===== src/rtl/sbcd_pkg.sv =====
package sbcd_pkg;

    localparam int DIG_W = 4;

    // nine's complement of one decimal digit
    function automatic logic [DIG_W-1:0] nines_of(input logic [DIG_W-1:0] d);
        return 4'd9 - d;
    endfunction

    function automatic logic digit_legal(input logic [DIG_W-1:0] d);
        return d <= 4'd9;
    endfunction

endpackage


===== src/rtl/sbcd_digit_add.sv =====
module sbcd_digit_add
    import sbcd_pkg::*;
(
    input  logic [DIG_W-1:0] x,
    input  logic [DIG_W-1:0] y,
    input  logic             ci,
    output logic [DIG_W-1:0] s,
    output logic             co
);
    logic [DIG_W:0] raw;
    logic [DIG_W:0] adj;

    always_comb begin
        raw = {1'b0, x} + {1'b0, y} + {{DIG_W{1'b0}}, ci};
        adj = raw - 5'd10;
        co  = raw >= 5'd10;
        s   = co ? adj[DIG_W-1:0] : raw[DIG_W-1:0];
    end
endmodule


===== src/rtl/sbcd_nines.sv =====
module sbcd_nines
    import sbcd_pkg::*;
#(
    parameter int N = 4
) (
    input  logic [DIG_W*N-1:0] d,
    input  logic               en,
    output logic [DIG_W*N-1:0] q
);
    for (genvar i = 0; i < N; i++) begin : g_dig
        assign q[DIG_W*i +: DIG_W] = en ? nines_of(d[DIG_W*i +: DIG_W])
                                        : d[DIG_W*i +: DIG_W];
    end
endmodule


===== src/rtl/sbcd_ripple.sv =====
module sbcd_ripple
    import sbcd_pkg::*;
#(
    parameter int N = 4
) (
    input  logic [DIG_W*N-1:0] x,
    input  logic [DIG_W*N-1:0] y,
    input  logic               ci,
    output logic [DIG_W*N-1:0] s,
    output logic               co
);
    logic [N:0] cy;

    assign cy[0] = ci;
    assign co    = cy[N];

    for (genvar i = 0; i < N; i++) begin : g_dec
        sbcd_digit_add u_dec (
            .x  (x[DIG_W*i +: DIG_W]),
            .y  (y[DIG_W*i +: DIG_W]),
            .ci (cy[i]),
            .s  (s[DIG_W*i +: DIG_W]),
            .co (cy[i+1])
        );
    end
endmodule


===== src/rtl/sbcd_addsub.sv =====
module sbcd_addsub
    import sbcd_pkg::*;
#(
    parameter int N       = 4,
    parameter bit OUT_REG = 1'b1
) (
    input  logic               clk,
    input  logic               rst_n,
    input  logic [DIG_W*N-1:0] a_dig,
    input  logic               a_neg,
    input  logic [DIG_W*N-1:0] b_dig,
    input  logic               b_neg,
    input  logic               sub,
    output logic [DIG_W*N-1:0] r_dig,
    output logic               r_neg,
    output logic               r_ovf,
    output logic               bad_digit
);
    localparam int W = DIG_W * N;

    typedef struct packed {
        logic [W-1:0] mag;
        logic         neg;
        logic         ovf;
        logic         bad;
    } res_t;

    res_t res_d, res_q;

    logic         b_eff, mixed, comp_a, comp_b;
    logic [W-1:0] a_op, b_op, s1, s2, mag;
    logic         c1, c2, eac, recomp;

    assign b_eff  = b_neg ^ sub;
    assign mixed  = a_neg ^ b_eff;
    assign comp_a = mixed & a_neg;
    assign comp_b = mixed & b_eff;

    sbcd_nines #(.N(N)) u_cmp_a (.d(a_dig), .en(comp_a), .q(a_op));
    sbcd_nines #(.N(N)) u_cmp_b (.d(b_dig), .en(comp_b), .q(b_op));

    // first pass: operands as conditioned
    sbcd_ripple #(.N(N)) u_pass1 (.x(a_op), .y(b_op), .ci(1'b0), .s(s1), .co(c1));

    // second pass: end-around carry, only with differing signs
    assign eac = mixed & c1;
    sbcd_ripple #(.N(N)) u_pass2 (.x(s1), .y('0), .ci(eac), .s(s2), .co(c2));

    // no end-around carry with differing signs: result is in complement form
    assign recomp = mixed & ~c1;
    sbcd_nines #(.N(N)) u_fix (.d(s2), .en(recomp), .q(mag));

    always_comb begin
        logic zero;
        logic sgn;
        res_d     = '0;
        res_d.mag = mag;
        res_d.ovf = ~mixed & c1;
        zero      = (mag == '0);
        sgn       = mixed ? ~c1 : a_neg;
        res_d.neg = sgn & ~(zero & ~res_d.ovf);
        res_d.bad = 1'b0;
        for (int i = 0; i < N; i++) begin
            if (!digit_legal(a_dig[DIG_W*i +: DIG_W])) res_d.bad = 1'b1;
            if (!digit_legal(b_dig[DIG_W*i +: DIG_W])) res_d.bad = 1'b1;
        end
    end

    if (OUT_REG) begin : g_reg
        always_ff @(posedge clk) begin
            if (!rst_n) res_q <= '0;
            else        res_q <= res_d;
        end
    end else begin : g_comb
        assign res_q = res_d;
    end

    assign r_dig     = res_q.mag;
    assign r_neg     = res_q.neg;
    assign r_ovf     = res_q.ovf;
    assign bad_digit = res_q.bad;

    // ---------------- assertions ----------------
    logic out_legal;
    always_comb begin
        out_legal = 1'b1;
        for (int i = 0; i < N; i++)
            if (!digit_legal(r_dig[DIG_W*i +: DIG_W])) out_legal = 1'b0;
    end

    p_out_bcd_r1: assert property (@(posedge clk) disable iff (!rst_n)
        !bad_digit |-> out_legal);

    p_no_neg_zero_r7: assert property (@(posedge clk) disable iff (!rst_n)
        (r_dig == '0 && !r_ovf) |-> !r_neg);

    p_eac_no_ripple_r6: assert property (@(posedge clk) disable iff (!rst_n)
        eac |-> !c2);

    p_equal_cancel_r6: assert property (@(posedge clk) disable iff (!rst_n)
        (mixed && !res_d.bad && a_dig == b_dig) |-> (mag == '0));

endmodule


===== config.mk =====
export PLATFORM = sky130hd
export DESIGN_NAME = sbcd_addsub
export DESIGN_NICKNAME = d
export VERILOG_FILES = /design/src/rtl/sbcd_pkg.sv /design/src/rtl/sbcd_digit_add.sv /design/src/rtl/sbcd_nines.sv /design/src/rtl/sbcd_ripple.sv /design/src/rtl/sbcd_addsub.sv
export SDC_FILE = /design/constraint.sdc
export NUM_CORES = 1
export LEC_CHECK = 0
export ABC_CLOCK_PERIOD_IN_PS = 20500
export CORE_ASPECT_RATIO = 0.7
export CORE_MARGIN = 2
export CORE_UTILIZATION = 56
export DETAILED_ROUTE_END_ITERATION = 12
export PLACE_DENSITY = 0.9
export SYNTH_ARGS = -nofsm -noshare
export SYNTH_HDL_FRONTEND = slang
export SYNTH_SLANG_ARGS = --single-unit
export TNS_END_PERCENT = 30

===== constraint.sdc =====
create_clock -name clk -period 20.5 [get_ports clk]
set_input_delay 2.05 -clock clk [delete_from_list [all_inputs] [get_ports clk]]
set_output_delay 2.05 -clock clk [all_outputs]
set_load 0.05 [all_outputs]

* Word-level counts from Yosys, hierarchy flattened *
Index checks and enable logic that the tools add are counted.

cells by class
  add/sub/neg operators = 31
  $mul = 0
  divide/modulo/power cells = 0
  $lt $le $gt $ge = 16
  eq/ne operators = 0
  shifts and indexed selects = 0
  muxes and demuxes = 29
  bitwise logic cells = 13
  reduce and logical (&&, ||, !) cells = 1

operators by type and width
  kind                   number
  $mux W4                20
  $sub A4 B4 Y4 const A  12
  $ge A5 B4 Y1 const B   8
  $le A4 B4 Y1 const B   8
  $sub A4 B4 Y4 const B  8
  $add A4 B1 Y5          4
  $add A4 B4 Y5          4
  $logic_not A16 Y1      1
  $add A5 B1 Y5          3
  $mux W1                9
  $and A1 B1 Y1          7
  $not A1 Y1             4
  $xor A1 B1 Y1          2

word-level totals
  bits in registers = 19
  latch bits = 0
  bits in writable memories = 0
  memory bits (read-only) = 0
  input port bits = 37
  output and inout port bits = 19
  logic and storage cells = 94
  memories = 0

* Logic depth before layout (Yosys ltp) *
  depth after elaboration = 28
  depth in mapped cells = 82

* Hierarchy *
From an unflattened synthesis, not the netlist that was laid out.

second synthesis, totals
  cell total of the unflattened synthesis = 493
  area total of the unflattened synthesis = 4,082.7 sq um

modules (own cells, without submodules)
  module                                        instances  cells an instance  area each (sq um)
  sbcd_digit_add at u_pass1.g_dec[2].u_dec ...  6          38                 322.8
  sbcd_nines                                    3          38                 276.5
  sbcd_addsub                                   1          65                 660.6
  sbcd_digit_add at u_pass1.g_dec[0].u_dec ...  2          43                 327.8

* Worst setup path before layout *
No wires, ideal clock.

  path type = in2reg
  start = in sub
  end = reg res_q, in the netlist r_neg
  library setup time = 0.139 ns
  arrival = 17.084 ns
  slack = 3.277 ns
  stages on the path = 81
  path through = xor2_1 inv_1 ha_1 clkbuf_1 xor2_1 ha_1 fa_1 xor2_2 inv_1 ha_1 o21a_1 o21a_1 nor2_1 inv_1 fa_1 fa_1 xnor2_2 inv_1 [... 45 more ...] o221ai_1 or2_2 a21boi_0 o21ai_0 ha_1 ha_1 xor2_1 inv_1 ha_1 nor2_1 mux2i_1 o211a_1 ha_1 nand2_1 xor2_1 o2111ai_2 nor4_1 a221oi_1

between the ends
  cells in the longest elaborated chain, start to end = 28

ends and longest elaborated chain
  element                                               line                                        RTL
  from (decl)                                           sbcd_addsub.sv:13                           input logic sub,
  $xor A1 B1 Y1 *                                       sbcd_addsub.sv:34                           assign b_eff = b_neg ^ sub;
  $xor A1 B1 Y1                                         sbcd_addsub.sv:35                           assign mixed = a_neg ^ b_eff;
  $and A1 B1 Y1 (on tied branches)                      sbcd_addsub.sv:36, sbcd_addsub.sv:37
  $mux W4                                               sbcd_nines.sv:11                            assign q[DIG_W*i +: DIG_W] = en ? nines_of(d[DIG_W*i +: DIG_W])
  $add A4 B4 Y5                                         sbcd_digit_add.sv:14                        raw = {1'b0, x} + {1'b0, y} + {{DIG_W{1'b0}}, ci};
  $ge A5 B4 Y1                                          sbcd_digit_add.sv:16                        co = raw >= 5'd10;
  $add A5 B1 Y5                                         sbcd_digit_add.sv:14
  $ge A5 B4 Y1                                          sbcd_digit_add.sv:16
  [... 12 more ...]                                     -
  $sub A4 B4 Y4 / $ge A5 B4 Y1 (equally long branches)  sbcd_digit_add.sv:15, sbcd_digit_add.sv:16
  $mux W4                                               sbcd_digit_add.sv:17                        s = co ? adj[DIG_W-1:0] : raw[DIG_W-1:0];
  $sub A4 B4 Y4                                         sbcd_pkg.sv:7                               return 4'd9 - d;
  $mux W4                                               sbcd_nines.sv:11
  $logic_not A16 Y1                                     sbcd_addsub.sv:59                           zero = (mag == '0);
  $and A1 B1 Y1                                         sbcd_addsub.sv:61                           res_d.neg = sgn & ~(zero & ~res_d.ovf);
  $not A1 Y1                                            sbcd_addsub.sv:61
  $and A1 B1 Y1 *                                       sbcd_addsub.sv:61
  to (signal assigned)                                  sbcd_addsub.sv:72                           else res_q <= res_d;
  to (decl)                                             sbcd_addsub.sv:28                           res_t res_d, res_q;

Mark *: on every way between the ends. The rest lies on a longest branch, timed or not.
A chain may end at the register's enable or synchronous reset.

* Worst setup path after layout *
  start = in b_neg
  end = reg res_q, in the netlist r_neg

between the ends
  cells in the longest elaborated chain, start to end = 28

ends and longest elaborated chain
  element                                               line                                        RTL
  from (decl)                                           sbcd_addsub.sv:12                           input logic b_neg,
  $xor A1 B1 Y1 *                                       sbcd_addsub.sv:34
  $xor A1 B1 Y1                                         sbcd_addsub.sv:35
  $and A1 B1 Y1 (on tied branches)                      sbcd_addsub.sv:36, sbcd_addsub.sv:37
  $mux W4                                               sbcd_nines.sv:11
  $add A4 B4 Y5                                         sbcd_digit_add.sv:14
  $ge A5 B4 Y1                                          sbcd_digit_add.sv:16
  $add A5 B1 Y5                                         sbcd_digit_add.sv:14
  $ge A5 B4 Y1                                          sbcd_digit_add.sv:16
  [... 12 more ...]                                     -
  $sub A4 B4 Y4 / $ge A5 B4 Y1 (equally long branches)  sbcd_digit_add.sv:15, sbcd_digit_add.sv:16
  $mux W4                                               sbcd_digit_add.sv:17
  $sub A4 B4 Y4                                         sbcd_pkg.sv:7
  $mux W4                                               sbcd_nines.sv:11
  $logic_not A16 Y1                                     sbcd_addsub.sv:59
  $and A1 B1 Y1                                         sbcd_addsub.sv:61
  $not A1 Y1                                            sbcd_addsub.sv:61
  $and A1 B1 Y1 *                                       sbcd_addsub.sv:61

Marked as above.

==> impl_results.md <==
- DIE HEIGHT: 70.4 um
- Avg Cell Area, Syn: 7.60 um^2
- Clock Path Buffers: 2
- Initial DRC Count: 237
- Crit. End Element: register
- Final period utilization: 94.2%
- Initial core utilization: 57.4%
- Cell Count, Final, Fillers Out: 599
- Setup Slack @ Placement: 0.597 ns
- Synth Instances: 465
- Die width: 98.9 um
- GP Congestion: 0.947
- Layout Nets: 609
- Hpwl dp: 7690 um
- Total power: 768 uW
- Setup violations, final: 0
- Critical path fanouts, max: 16
- Clock transition at the registers of the reported paths: 0.08 ns
- 1st-pass router iterations: 5
- Cell mode on critical path: ha_1
- End point of the critical path: r_neg
- Post-Route Utilization: 69.4%
- YS warnings: 0
- Initial antenna violation count: 0
- Static Leak: 0.00179 uW
- Port Buf Inserts: 55
- # clock sinks: 19
- Worst Path Required: 20.61 ns
- Global-route wire length before repair: 15100 um
- Crit. Startpoint: b_neg
- Post-synthesis sequential area ratio: 10.8%
- Crit path time final: 19.32 ns
- Root Driver: clkbuf_8
- Post-synth net total: 552
- Peak supply drop: 0.0858 mV
- Post-Syn Area: 3530 um^2
- Crit path DAT: 19.43 ns
- Post-Route WL: 9340 um
- Largest net degree at the start of global routing: 17
- Async set-or-reset flop fraction in the synthesized netlist: 0%
- Worst path slowest cell: fa_1
- H-tree levels: 1
- Yosys cell types: 79
- Final Hold Vio Count: 0
- Vias per cell: 6.18
- Power Dens Cells: 180 nW/um^2
- Die area: 6970 um^2
- Post-synth EDFFs: 0
- Path type of the worst setup path: input pin to register
- Vias in the first global route: 3342
- IO Pins: 56
- Fill cell count: 515
- Routed WL per cell: 15.6 um
- Number of remaining DRC errors: 0
- GRT overflow: 0
- Fmax: 0.0518 GHz
- Share of cells above drive strength 1: 7.29%
- Post-route ant nets: 0
- CTS tree: done
- Least-Margin Pin Slew: 0.709 ns
- Setup slack after layout: 1.18 ns
- CP Launch Type: input pin
- # rows: 24
- Total GRT Usage: 25.8%
- Synth Register Bits: 19
- Status: finished, final reports clean
- CP max stage delay: 0.49 ns
- CORE AREA: 6160 um^2
- Area Growth Syn to Fin: 21.0%
- Main synth FF type: dfxtp_1
- Max-cap violations: 0
- Num CTS Buffers: 3
- Worst Hold Class: input pin to register
- Final Slew Violations: 0
- Relative slew slack: 52.8%
- Placed insts: 591
- N_diodes: 0
- Routed vias: 3701
[worst min path at each step]
stage                      from  endpoint  cells after the start
after floorplan           rst_n  r_dig[0]                      1
after global placement    rst_n     r_ovf                      3
after detailed placement  rst_n     r_ovf                      3
after CTS                 rst_n     r_ovf                      3
after global routing      rst_n     r_ovf                      3
final                     rst_n     r_ovf                      3
[sequential cells by signal, summed over array words and instances, names as in the netlist]
signal     count
r_neg          1
r_dig         16
r_ovf          1
bad_digit      1
[placed cells by master (no fill, tap or decap), types with 6 or more instances in the layout]
cell              n
clkdlybuf4s50_1  55
o21ai_0          28
nor3_1            6
o211ai_1          6
nor2_1           35
xnor2_1          23
nand2b_1         16
a21oi_1          27
a21o_1            8
ha_1             42
nand2_1          41
xor2_1            8
nand3_1          10
mux2i_1           7
inv_1            46
fa_1              7
nor2b_1           7
dfxtp_1          19
[cell usage after synthesis (all sizes together), types with 6 or more instances]
cell	count	share of area, %
clkbuf	6	0.64
xor2	9	2.4
o211ai	6	1.3
a21oi	31	4.8
dfxtp	19	11
nor3	7	1.1
inv	46	4.9
mux2i	8	2.6
ha	43	15
nor2b	7	1.2
and2	6	1.1
nand3	10	1.4
nand2	42	4.5
nor2	35	3.7
fa	7	4.0
xnor2	26	6.7
o21ai	34	4.9
nand2b	16	2.8
a21o	8	1.7
[worst max-delay path: cells and delay by family]
kind / cells / cell delay, ns
AND/OR/NAND/NOR: 14 / 2.33
adder cells (fa/ha/maj): 26 / 8.10
buffers and inverters: 12 / 1.55
XOR/XNOR: 8 / 1.78
AO/OA/AOI/OAI: 20 / 3.59
[report_power, final]
part / leakage [uW] / internal, uW / switching [uW]
sequential: 0.000158 / 50.6 / 3.20
combinational: 0.00161 / 280 / 408
clock: 0.0000255 / 13.5 / 13.0
[through the flow]
stage               TNS, ns  instance area (um^2)  hold WS [ns]
floorplan                 0                  3530          2.17
global placement          0                  4160          2.74
detailed placement        0                  4160          2.72
CTS                       0                  4200          2.46
global route        -0.0778                  4270          2.52
finish                    0                  4270          2.47
[layout make-up]
type	instances	area (um^2)	area share (%)
Inverter	47	176	4.13
Multi-Input combinational cell	391	2990	69.8
Clock buffer	3	41.3	0.966
Timing Repair Buffer	60	588	13.8
Clock inverter	1	5.00	0.117
Tap cell	78	97.6	2.28
Sequential cell	19	380	8.90
[what timing repair did]
action / CTS / global route
setup buffers: 0 / 4
gates resized for setup: 0 / 5
hold buffers: 0 / 0
endpoints found under the hold margin: 0 / 0
setup endpoints to repair: 0 / 3
[kinds of logic after synthesis]
group           synth area share, %
fa+ha+maj                      19.2
flops                          10.8
buf+inv                        5.84
mux                            2.94
simple gates                   23.5
xor+xnor                       9.10
compound gates                 28.7
[routing by layer]
layer	global-route usage [%]	share of wire (%)
met2	42.0	44
met1	35.9	45
met5	0	0
met3	3.00	8.9
met4	7.31	1.9
Note: power is estimated with default switching activity, not from simulation.
